===== config.mk =====
export PLATFORM = sky130hd
export DESIGN_NAME = lsh_mul_shift
export DESIGN_NICKNAME = d
export VERILOG_FILES = /design/src/rtl/lsh_pkg.sv /design/src/rtl/lsh_onehot_dec.sv /design/src/rtl/lsh_mul.sv /design/src/rtl/lsh_valid_pipe.sv /design/src/rtl/lsh_mul_shift.sv
export SDC_FILE = /design/constraint.sdc
export NUM_CORES = 1
export LEC_CHECK = 0
export BUFFER_PORTS_ARGS = -buffer_cell sky130_fd_sc_hd__buf_2
export CAP_MARGIN = 5
export CORE_UTILIZATION = 53
export CTS_BUF_LIST = sky130_fd_sc_hd__clkbuf_8
export DETAILED_ROUTE_END_ITERATION = 10
export PLACE_DENSITY = 0.7
export SYNTH_ARGS = -nofsm -noshare
export SYNTH_HDL_FRONTEND = slang
export SYNTH_HIERARCHICAL = 1
export SYNTH_SLANG_ARGS = --single-unit

===== constraint.sdc =====
create_clock -name clk_i -period 12.65 [get_ports clk_i]
set_input_delay 0 -clock clk_i [delete_from_list [all_inputs] [get_ports clk_i]]
set_output_delay 0 -clock clk_i [all_outputs]
set_load 0.1 [all_outputs]

===== src/rtl/lsh_pkg.sv =====
package lsh_pkg;
  localparam int unsigned DATA_W_DEF  = 24;
  localparam int unsigned SHIFT_W_DEF = 4;
  localparam int unsigned PIPE_DEF    = 2;

  function automatic int unsigned onehot_width(input int unsigned shift_w);
    return 32'd1 << shift_w;
  endfunction
endpackage


===== src/rtl/lsh_onehot_dec.sv =====
module lsh_onehot_dec #(
  parameter int unsigned SHIFT_W  = 4,
  parameter int unsigned ONEHOT_W = 16
) (
  input  logic [SHIFT_W-1:0]  shamt_i,
  output logic [ONEHOT_W-1:0] onehot_o
);
  for (genvar i = 0; i < ONEHOT_W; i++) begin : g_bit
    assign onehot_o[i] = (shamt_i == SHIFT_W'(i));
  end
endmodule


===== src/rtl/lsh_mul.sv =====
module lsh_mul #(
  parameter int unsigned A_W     = 24,
  parameter int unsigned B_W     = 16,
  parameter bit          OUT_REG = 1'b1,
  localparam int unsigned P_W    = A_W + B_W
) (
  input  logic           clk_i,
  input  logic [A_W-1:0] a_i,
  input  logic [B_W-1:0] b_i,
  output logic [P_W-1:0] p_o
);
  logic [P_W-1:0] prod;

  assign prod = P_W'(a_i) * P_W'(b_i);

  if (OUT_REG) begin : g_reg
    logic [P_W-1:0] prod_q;
    // data path left unreset on purpose
    always_ff @(posedge clk_i) prod_q <= prod;
    assign p_o = prod_q;
  end else begin : g_comb
    assign p_o = prod;
  end
endmodule


===== src/rtl/lsh_valid_pipe.sv =====
module lsh_valid_pipe #(
  parameter int unsigned DEPTH = 2
) (
  input  logic clk_i,
  input  logic rst_ni,
  input  logic valid_i,
  output logic valid_o
);
  if (DEPTH == 0) begin : g_none
    assign valid_o = valid_i;
  end else begin : g_sr
    logic [DEPTH-1:0] sr_q;
    always_ff @(posedge clk_i or negedge rst_ni) begin
      if (!rst_ni) begin
        sr_q <= '0;
      end else begin
        sr_q[0] <= valid_i;
        for (int k = 1; k < DEPTH; k++) sr_q[k] <= sr_q[k-1];
      end
    end
    assign valid_o = sr_q[DEPTH-1];
  end
endmodule


===== src/rtl/lsh_mul_shift.sv =====
module lsh_mul_shift
  import lsh_pkg::*;
#(
  parameter int unsigned DATA_W      = DATA_W_DEF,
  parameter int unsigned SHIFT_W     = SHIFT_W_DEF,
  parameter int unsigned PIPE_STAGES = PIPE_DEF,
  localparam int unsigned ONEHOT_W   = onehot_width(SHIFT_W),
  localparam int unsigned PROD_W     = DATA_W + ONEHOT_W
) (
  input  logic               clk_i,
  input  logic               rst_ni,
  input  logic               valid_i,
  input  logic [DATA_W-1:0]  data_i,
  input  logic [SHIFT_W-1:0] shamt_i,
  output logic               valid_o,
  output logic [PROD_W-1:0]  result_o
);
  localparam bit DEC_REG = (PIPE_STAGES >= 1);
  localparam bit MUL_REG = (PIPE_STAGES >= 2);

  logic [ONEHOT_W-1:0] onehot;
  logic [ONEHOT_W-1:0] onehot_s1;
  logic [DATA_W-1:0]   data_s1;

  lsh_onehot_dec #(
    .SHIFT_W (SHIFT_W),
    .ONEHOT_W(ONEHOT_W)
  ) dec_i (
    .shamt_i (shamt_i),
    .onehot_o(onehot)
  );

  if (DEC_REG) begin : g_dec_reg
    logic [ONEHOT_W-1:0] onehot_q;
    logic [DATA_W-1:0]   data_q;
    always_ff @(posedge clk_i) begin
      onehot_q <= onehot;
      data_q   <= data_i;
    end
    assign onehot_s1 = onehot_q;
    assign data_s1   = data_q;
  end else begin : g_dec_comb
    assign onehot_s1 = onehot;
    assign data_s1   = data_i;
  end

  lsh_mul #(
    .A_W    (DATA_W),
    .B_W    (ONEHOT_W),
    .OUT_REG(MUL_REG)
  ) mul_i (
    .clk_i(clk_i),
    .a_i  (data_s1),
    .b_i  (onehot_s1),
    .p_o  (result_o)
  );

  lsh_valid_pipe #(
    .DEPTH(PIPE_STAGES)
  ) vpipe_i (
    .clk_i  (clk_i),
    .rst_ni (rst_ni),
    .valid_i(valid_i),
    .valid_o(valid_o)
  );
endmodule


# After elaboration in Yosys (flattened, before gate mapping)

Cells that the tools add are included.

Multiply operators: 1
$lt $le $gt $ge: 0
Add/subtract/negate cells: 0
Equality and inequality tests: 15
Shift-type cells: 0
Div/mod/pow operators: 0
Bitwise operators: 0
Reductions and logical operators: 1
Multiplexer cells: 0

Operator list:

| operator                                                         | number |
|---|---|
| 24-bit by 16-bit multiplier with 40-bit output                   | 1 |
| 4-bit == test (second input constant)                            | 8 |
| 4-bit by 3-bit == test with 1-bit output (second input constant) | 4 |
| 4-bit by 2-bit == test with 1-bit output (second input constant) | 2 |
| 4-bit by 1-bit == test with 1-bit output (second input constant) | 1 |
| 4-bit zero test                                                  | 1 |

Input bits: 31
RAM bits: 0
Memories kept: 0
Output and inout port bits: 41
Bits in read-only memories: 0
Register bits: 82
Latch bits: 0
Logic and storage cells: 21

# Longest topological paths before layout

Depth after elaboration: 1
Gate-level depth with buffers: 22
Gate-level depth less buffers: 21

# Modules after synthesis

The synthesis kept the hierarchy.

Modules (own cells, without submodules):

| module         | cells an instance | area each (um2) | sequential area each (um2) | times used |
|---|---|---|---|---|
| lsh_mul        | 1491              | 13300.3         | 800.8                      | 1 |
| lsh_mul_shift  | 40                | 800.8           | 800.8                      | 1 |
| lsh_onehot_dec | 20                | 226.5           | 0.0                        | 1 |
| lsh_valid_pipe | 2                 | 50.0            | 50.0                       | 1 |

# Worst setup path before layout

Ideal clock, no wire load.

Path kind: register to register
From: reg g_dec_reg.data_q[14], in the netlist data_s1[14]
To: reg mul_i.g_reg.prod_q[33], in the netlist mul_i/p_o[33]
Setup time: 0.120 ns
Slack: 6.962 ns
Cell stages (with the launch flop): 22
Buffers on the path: 2
Arrival: 5.568 ns
Required time: 12.530 ns
Period minus slack after synthesis: 5.688 ns
Cells stage by stage: dfxtp_1 > clkbuf_1 > nand2_1 > fa_1 > inv_1 > fa_1 > inv_1 > fa_1 > inv_1 > fa_1 > fa_1 > inv_1 > fa_1 > inv_1 > ha_1 > clkbuf_2 > nand4_1 > or4b_4 > a31oi_4 > nand2_2 > a31o_1 > xnor2_1

Cells in the longest elaborated chain, start to end: 1

RTL lines:

| item                                           | RTL line            | RTL |
|---|---|---|
| start, declared                                | lsh_mul_shift.sv:35 | `logic [DATA_W-1:0] data_q;` |
| start signal, assigned                         | lsh_mul_shift.sv:38 | `data_q <= data_i;` |
| 24-bit by 16-bit multiplier with 40-bit output | lsh_mul.sv:14       | `assign prod = P_W'(a_i) * P_W'(b_i);` |
| via mul_i.prod[33]                             | lsh_mul.sv:12       | `logic [P_W-1:0] prod;` |
| end signal, assigned                           | lsh_mul.sv:19       | `always_ff @(posedge clk_i) prod_q <= prod;` |
| end, declared                                  | lsh_mul.sv:17       | `logic [P_W-1:0] prod_q;` |

The timed path passes the listed nets, and every way through them passes these cells.

# Worst setup path in the final report

From: reg g_dec_reg.onehot_q[4]
To: reg mul_i.g_reg.prod_q[38], in the netlist mul_i/p_o[38]

Cells in the longest elaborated chain, start to end: 1

RTL lines:

| item                                           | RTL line            | RTL |
|---|---|---|
| start, declared                                | lsh_mul_shift.sv:34 | `logic [ONEHOT_W-1:0] onehot_q;` |
| start signal, assigned                         | lsh_mul_shift.sv:37 | `onehot_q <= onehot;` |
| 24-bit by 16-bit multiplier with 40-bit output | lsh_mul.sv:14       |  |
| via mul_i.prod[38]                             | lsh_mul.sv:12       |  |

The timed path passes the listed nets, and every way through them passes these cells.

==> report_table.html <==
<table>
<tr><th>Metric</th><th>Value</th></tr>
<tr><th colspan="2">STA</th></tr>
<tr><td>Unrepaired setup endpoints after global routing</td><td>no</td></tr>
<tr><td>Maximum achievable frequency</td><td>roughly 150 MHz</td></tr>
<tr><td>Minimum clock period after layout</td><td>6.677 ns</td></tr>
<tr><td>Clock skew</td><td>a little under 0.01 ns</td></tr>
<tr><td>Period utilization</td><td>0.5278</td></tr>
<tr><td>Count of pins over their slew limit</td><td>0</td></tr>
<tr><td>Endpoints failing hold</td><td>0</td></tr>
<tr><td>Least-Margin Pin Slew</td><td>1.107 ns</td></tr>
<tr><td>Tightest slew margin relative to the limit</td><td>0.2609</td></tr>
<tr><td>Setup-violating endpoint count in the final report</td><td>0</td></tr>
<tr><td>Setup TNS</td><td>0 ns</td></tr>
<tr><td>WHS</td><td>0.2363 ns</td></tr>
<tr><th colspan="2">Placed design</th></tr>
<tr><td>Gpl congestion</td><td>0.9092</td></tr>
<tr><td>Detailed placer's ending HPWL</td><td>~26000 um</td></tr>
<tr><td>Total of buffers placed on input and output ports</td><td>71</td></tr>
<tr><th colspan="2">Logic synthesis</th></tr>
<tr><td>Area share of the largest cell type after synthesis</td><td>0.4261</td></tr>
<tr><td>Adder-cell area share of the yosys netlist</td><td>0.5235</td></tr>
<tr><td>Combinational family with the most area after synthesis</td><td>adder cells</td></tr>
<tr><td>Fraction of registers with async set or reset after synthesis</td><td>0.02439</td></tr>
<tr><td>Simple-gate share of the synthesized area</td><td>0.1680</td></tr>
<tr><td>Most instantiated flip-flop cell in the synthesis netlist</td><td>sky130_fd_sc_hd__dfxtp_1</td></tr>
<tr><td>Top post-synthesis cells by count</td><td>sky130_fd_sc_hd__inv_1 (353), sky130_fd_sc_hd__fa_1 (306), sky130_fd_sc_hd__nand2_1 (241)</td></tr>
<tr><td>Xor/xnor cell area share of the yosys netlist</td><td>0.02254</td></tr>
<tr><td>Flops &amp; latches, synth</td><td>82</td></tr>
<tr><td>Count leader, synth</td><td>sky130_fd_sc_hd__inv_1</td></tr>
<tr><td>Cell area after technology mapping</td><td>between 10000 and 15000 um2</td></tr>
<tr><td>Most area-consuming cells after synthesis</td><td>sky130_fd_sc_hd__fa_1 (43%), sky130_fd_sc_hd__dfxtp_1 (11%), sky130_fd_sc_hd__ha_1 (9.7%)</td></tr>
<tr><td>Sequential-to-total area share from yosys stat</td><td>0.1149</td></tr>
<tr><td>Mean area per synthesized cell</td><td>around 9.3 um2</td></tr>
<tr><td>Distinct cells, synth</td><td>58</td></tr>
<tr><td>Number of enable flip-flop cells after synthesis</td><td>0</td></tr>
<tr><td>Synth warnings</td><td>6</td></tr>
<tr><td>Biggest area consumer among synthesized cells</td><td>sky130_fd_sc_hd__fa_1</td></tr>
<tr><td>Number of cells produced by synthesis</td><td>approximately 1600</td></tr>
<tr><td>Compound-gate portion of the synthesized area</td><td>0.05892</td></tr>
<tr><td>Net count of the mapped netlist</td><td>2002</td></tr>
<tr><td>Mux share of post-synthesis cell area</td><td>0</td></tr>
<tr><th colspan="2">GRT</th></tr>
<tr><td>Global-route usage over all layers</td><td>0.2614</td></tr>
<tr><td>Initial antenna violation count</td><td>1</td></tr>
<tr><td>Global-route wire length before repair</td><td>56210 um</td></tr>
<tr><td>Pin count of the biggest net entering global routing</td><td>25</td></tr>
<tr><td>Number of global-route vias before repair</td><td>~11000</td></tr>
<tr><td>Global-route congestion overflow total</td><td>0</td></tr>
<tr><th colspan="2">Outcome</th></tr>
<tr><td>Status</td><td>complete, no violations</td></tr>
<tr><th colspan="2">Flow run</th></tr>
<tr><td>Max-cap violation count</td><td>0</td></tr>
<tr><th colspan="2">Setup path</th></tr>
<tr><td>Nature of the critical path startpoint</td><td>flop</td></tr>
<tr><td>Largest driver fanout on the critical path</td><td>24</td></tr>
<tr><td>Type of destination of the critical path</td><td>flop</td></tr>
<tr><td>Critical path arrival</td><td>6.96 ns</td></tr>
<tr><td>Endpoint required time on the critical path</td><td>12.93 ns</td></tr>
<tr><td>Critical path start-end classification</td><td>flop to flop</td></tr>
<tr><td>Slack of the worst reg-to-reg path</td><td>roughly 6 ns</td></tr>
<tr><th colspan="2">Die</th></tr>
<tr><td>Ports placed on the boundary</td><td>72</td></tr>
<tr><td>Area inside the core boundary</td><td>26350 um2</td></tr>
<tr><td>Effective utilization at floorplan</td><td>0.5456</td></tr>
<tr><td>Die outline area</td><td>27790 um2</td></tr>
<tr><td>Die Y</td><td>~170 um</td></tr>
<tr><td>Die X</td><td>166.7 um</td></tr>
<tr><td>Standard-cell row count</td><td>between 50 and 60</td></tr>
<tr><th colspan="2">Drt</th></tr>
<tr><td>Via count</td><td>approximately 10000</td></tr>
<tr><td>DRC violations left</td><td>0</td></tr>
<tr><td>First-pass iteration count of the detailed router</td><td>5</td></tr>
<tr><td>DR WL/cell</td><td>17.59 um</td></tr>
<tr><td>Post-Route WL</td><td>approximately 34000 um</td></tr>
<tr><td>Number of nets still failing antenna checks after routing</td><td>0</td></tr>
<tr><td>Via density</td><td>5.396</td></tr>
<tr><td>Initial DRC Count</td><td>619</td></tr>
<tr><th colspan="2">Pwr</th></tr>
<tr><td>Clk pwr share</td><td>0.157</td></tr>
<tr><td>Share of power burned in combinational logic</td><td>0.542</td></tr>
<tr><td>Max VDD drop</td><td>95.50 uV</td></tr>
<tr><td>Power per cell area</td><td>72.30 nW/um2</td></tr>
<tr><td>Sequential share of power</td><td>0.302</td></tr>
<tr><td>Switching Power</td><td>0.5856 mW</td></tr>
<tr><td>Proportion of total power due to net switching</td><td>0.5264</td></tr>
<tr><td>Cell-internal power</td><td>around 0.53 mW</td></tr>
<tr><td>Leak pwr</td><td>approximately 7.8 nW</td></tr>
<tr><th colspan="2">CTS</th></tr>
<tr><td>Clock-pin slew on the worst setup and hold paths</td><td>around 0.090 ns</td></tr>
<tr><td>Library cell used as clock root buffer</td><td>sky130_fd_sc_hd__clkbuf_8</td></tr>
<tr><td>Buffer depth of the longest clock path</td><td>2</td></tr>
<tr><td>Post-CTS sizing</td><td>0</td></tr>
<tr><td>Number of buffers created by CTS</td><td>9</td></tr>
<tr><td>Clock sinks</td><td>82</td></tr>
<tr><td>Number of levels the H-tree was split into</td><td>3</td></tr>
<tr><td>CTS tree</td><td>built</td></tr>
<tr><td>Worst-Skew Late Latency</td><td>0.39 ns</td></tr>
<tr><td>Number of buffers added for setup after CTS</td><td>0</td></tr>
<tr><th colspan="2">Finish</th></tr>
<tr><td>Final nets</td><td>2050</td></tr>
<tr><td>Antenna diode count</td><td>0</td></tr>
<tr><td>Area growth syn-to-layout</td><td>7.006%</td></tr>
<tr><td>Fill cell total of the finished layout</td><td>between 2000 and 2500</td></tr>
<tr><td>Fraction of layout cells with a size suffix above 1</td><td>0.07098</td></tr>
<tr><th colspan="2">Worst hold path</th></tr>
<tr><td>Tightest Hold Check Type</td><td>input port to flop</td></tr>
</table>
## placed cells by master (no fill, tap or decap), drive strengths merged, types with 7 or more instances in the layout
cell           n
o21ai         21
dfxtp         80
dlygate4sd3   33
xor2          18
clkbuf        10
and2         176
ha           112
fa           306
a31oi          7
o211ai         8
inv          357
a21o          18
nand2        242
nor2          13
xnor2         19
buf           74
a21oi         39
## power by group through the flow
stage	combinational, mW	sequential, mW	clock, mW
floorplan	0.252	0.554	0
global placement	0.589	0.341	0
detailed placement	0.595	0.341	0
CTS	0.605	0.336	0.179
global route	0.647	0.341	0.188
finish	0.602	0.336	0.174
## cells by family (layout without fill, tap and decap cells)
kind of cell	Yosys count	count (layout)
buf+inv	423	476
flops	82	82
simple gates	471	471
xor+xnor	37	37
compound gates	122	122
fa+ha+maj	418	418
## through the flow
stage / util / worst slack (ns) / std cells / total power, mW / area, um2
final: 0.5838 / 5.973 / 1941 / 1.112 / 15380
after global routing: 0.5838 / 5.667 / 1941 / 1.175 / 15380
after CTS: 0.5838 / 6.079 / 1941 / 1.119 / 15380
after detailed placement: 0.5649 / 6.107 / 1892 / 0.9364 / 14890
after global placement: 0.5649 / 6.284 / 1892 / 0.9296 / 14890
after floorplan: - / 6.962 / 1553 / 0.8063 / 14380
## worst paths after layout
check / cells after the start / start / endpoint
max: 20 / g_dec_reg.onehot_q[4] / mul_i/p_o[38]
min: 2 / data_i[14] / data_s1[14]
max reg2reg: 20 / g_dec_reg.onehot_q[4] / mul_i/p_o[38]
min reg2reg: 0 / vpipe_i/g_sr.sr_q[0] / vpipe_i/g_sr.sr_q[1]
max in group asynchronous: 3 / rst_ni / vpipe_i/g_sr.sr_q[0]
min in group asynchronous: 3 / rst_ni / vpipe_i/g_sr.sr_q[1]
## metal layers
layer | track usage | share of wire | up-vias | wire (um)
met1 | 0.3142 | 0.38 | 5353 | 13130
met5 | 0 | 0 | - | 0
met2 | 0.4658 | 0.52 | 345 | 17850
met3 | 0.03802 | 0.050 | 84 | 1709
li1 | - | - | 4691 | -
met4 | 0.1147 | 0.043 | 0 | 1460
## what timing repair did
action,CTS,global route
hold endpoints to repair,31,0
setup endpoints to repair,0,0
hold buffers,33,0
## registers in the layout, summed over array words and instances, names as in the netlist
| signal | cells |
|---|---|
| vpipe_i/g_sr.sr_q | 2 |
| mul_i/p_o | 40 |
| g_dec_reg.onehot_q | 16 |
| data_s1 | 24 |
## critical path, cell delays in order (launching register included)
cell and delay [ns]:
sky130_fd_sc_hd__dfxtp_1 0.99, sky130_fd_sc_hd__nand2_1 0.21, sky130_fd_sc_hd__fa_1 0.58, sky130_fd_sc_hd__inv_1 0.05, sky130_fd_sc_hd__fa_1 0.47, sky130_fd_sc_hd__inv_1 0.05, sky130_fd_sc_hd__fa_1 0.51, sky130_fd_sc_hd__inv_1 0.06
sky130_fd_sc_hd__fa_1 0.49, sky130_fd_sc_hd__fa_1 0.49, sky130_fd_sc_hd__inv_1 0.05, sky130_fd_sc_hd__fa_1 0.47, sky130_fd_sc_hd__inv_1 0.05, sky130_fd_sc_hd__ha_1 0.38, sky130_fd_sc_hd__nand4_1 0.14, sky130_fd_sc_hd__a211oi_1 0.25
sky130_fd_sc_hd__a211oi_2 0.16, sky130_fd_sc_hd__a21o_1 0.25, sky130_fd_sc_hd__a211oi_1 0.53, sky130_fd_sc_hd__o21ai_0 0.23, sky130_fd_sc_hd__xnor2_1 0.16
## area by class of cell
type                            instances  area (um2)  share of cell area
Clock buffer                           10       137.6            0.008946
Clock inverter                          6       28.78            0.001871
Inverter                              353        1325             0.08613
Multi-Input combinational cell       1048       11110              0.7224
Sequential cell                        82        1652              0.1074
Tap cell                              335       419.2             0.02724
Timing Repair Buffer                  107       708.2             0.04603
Note: power is estimated with default switching activity, not from simulation.
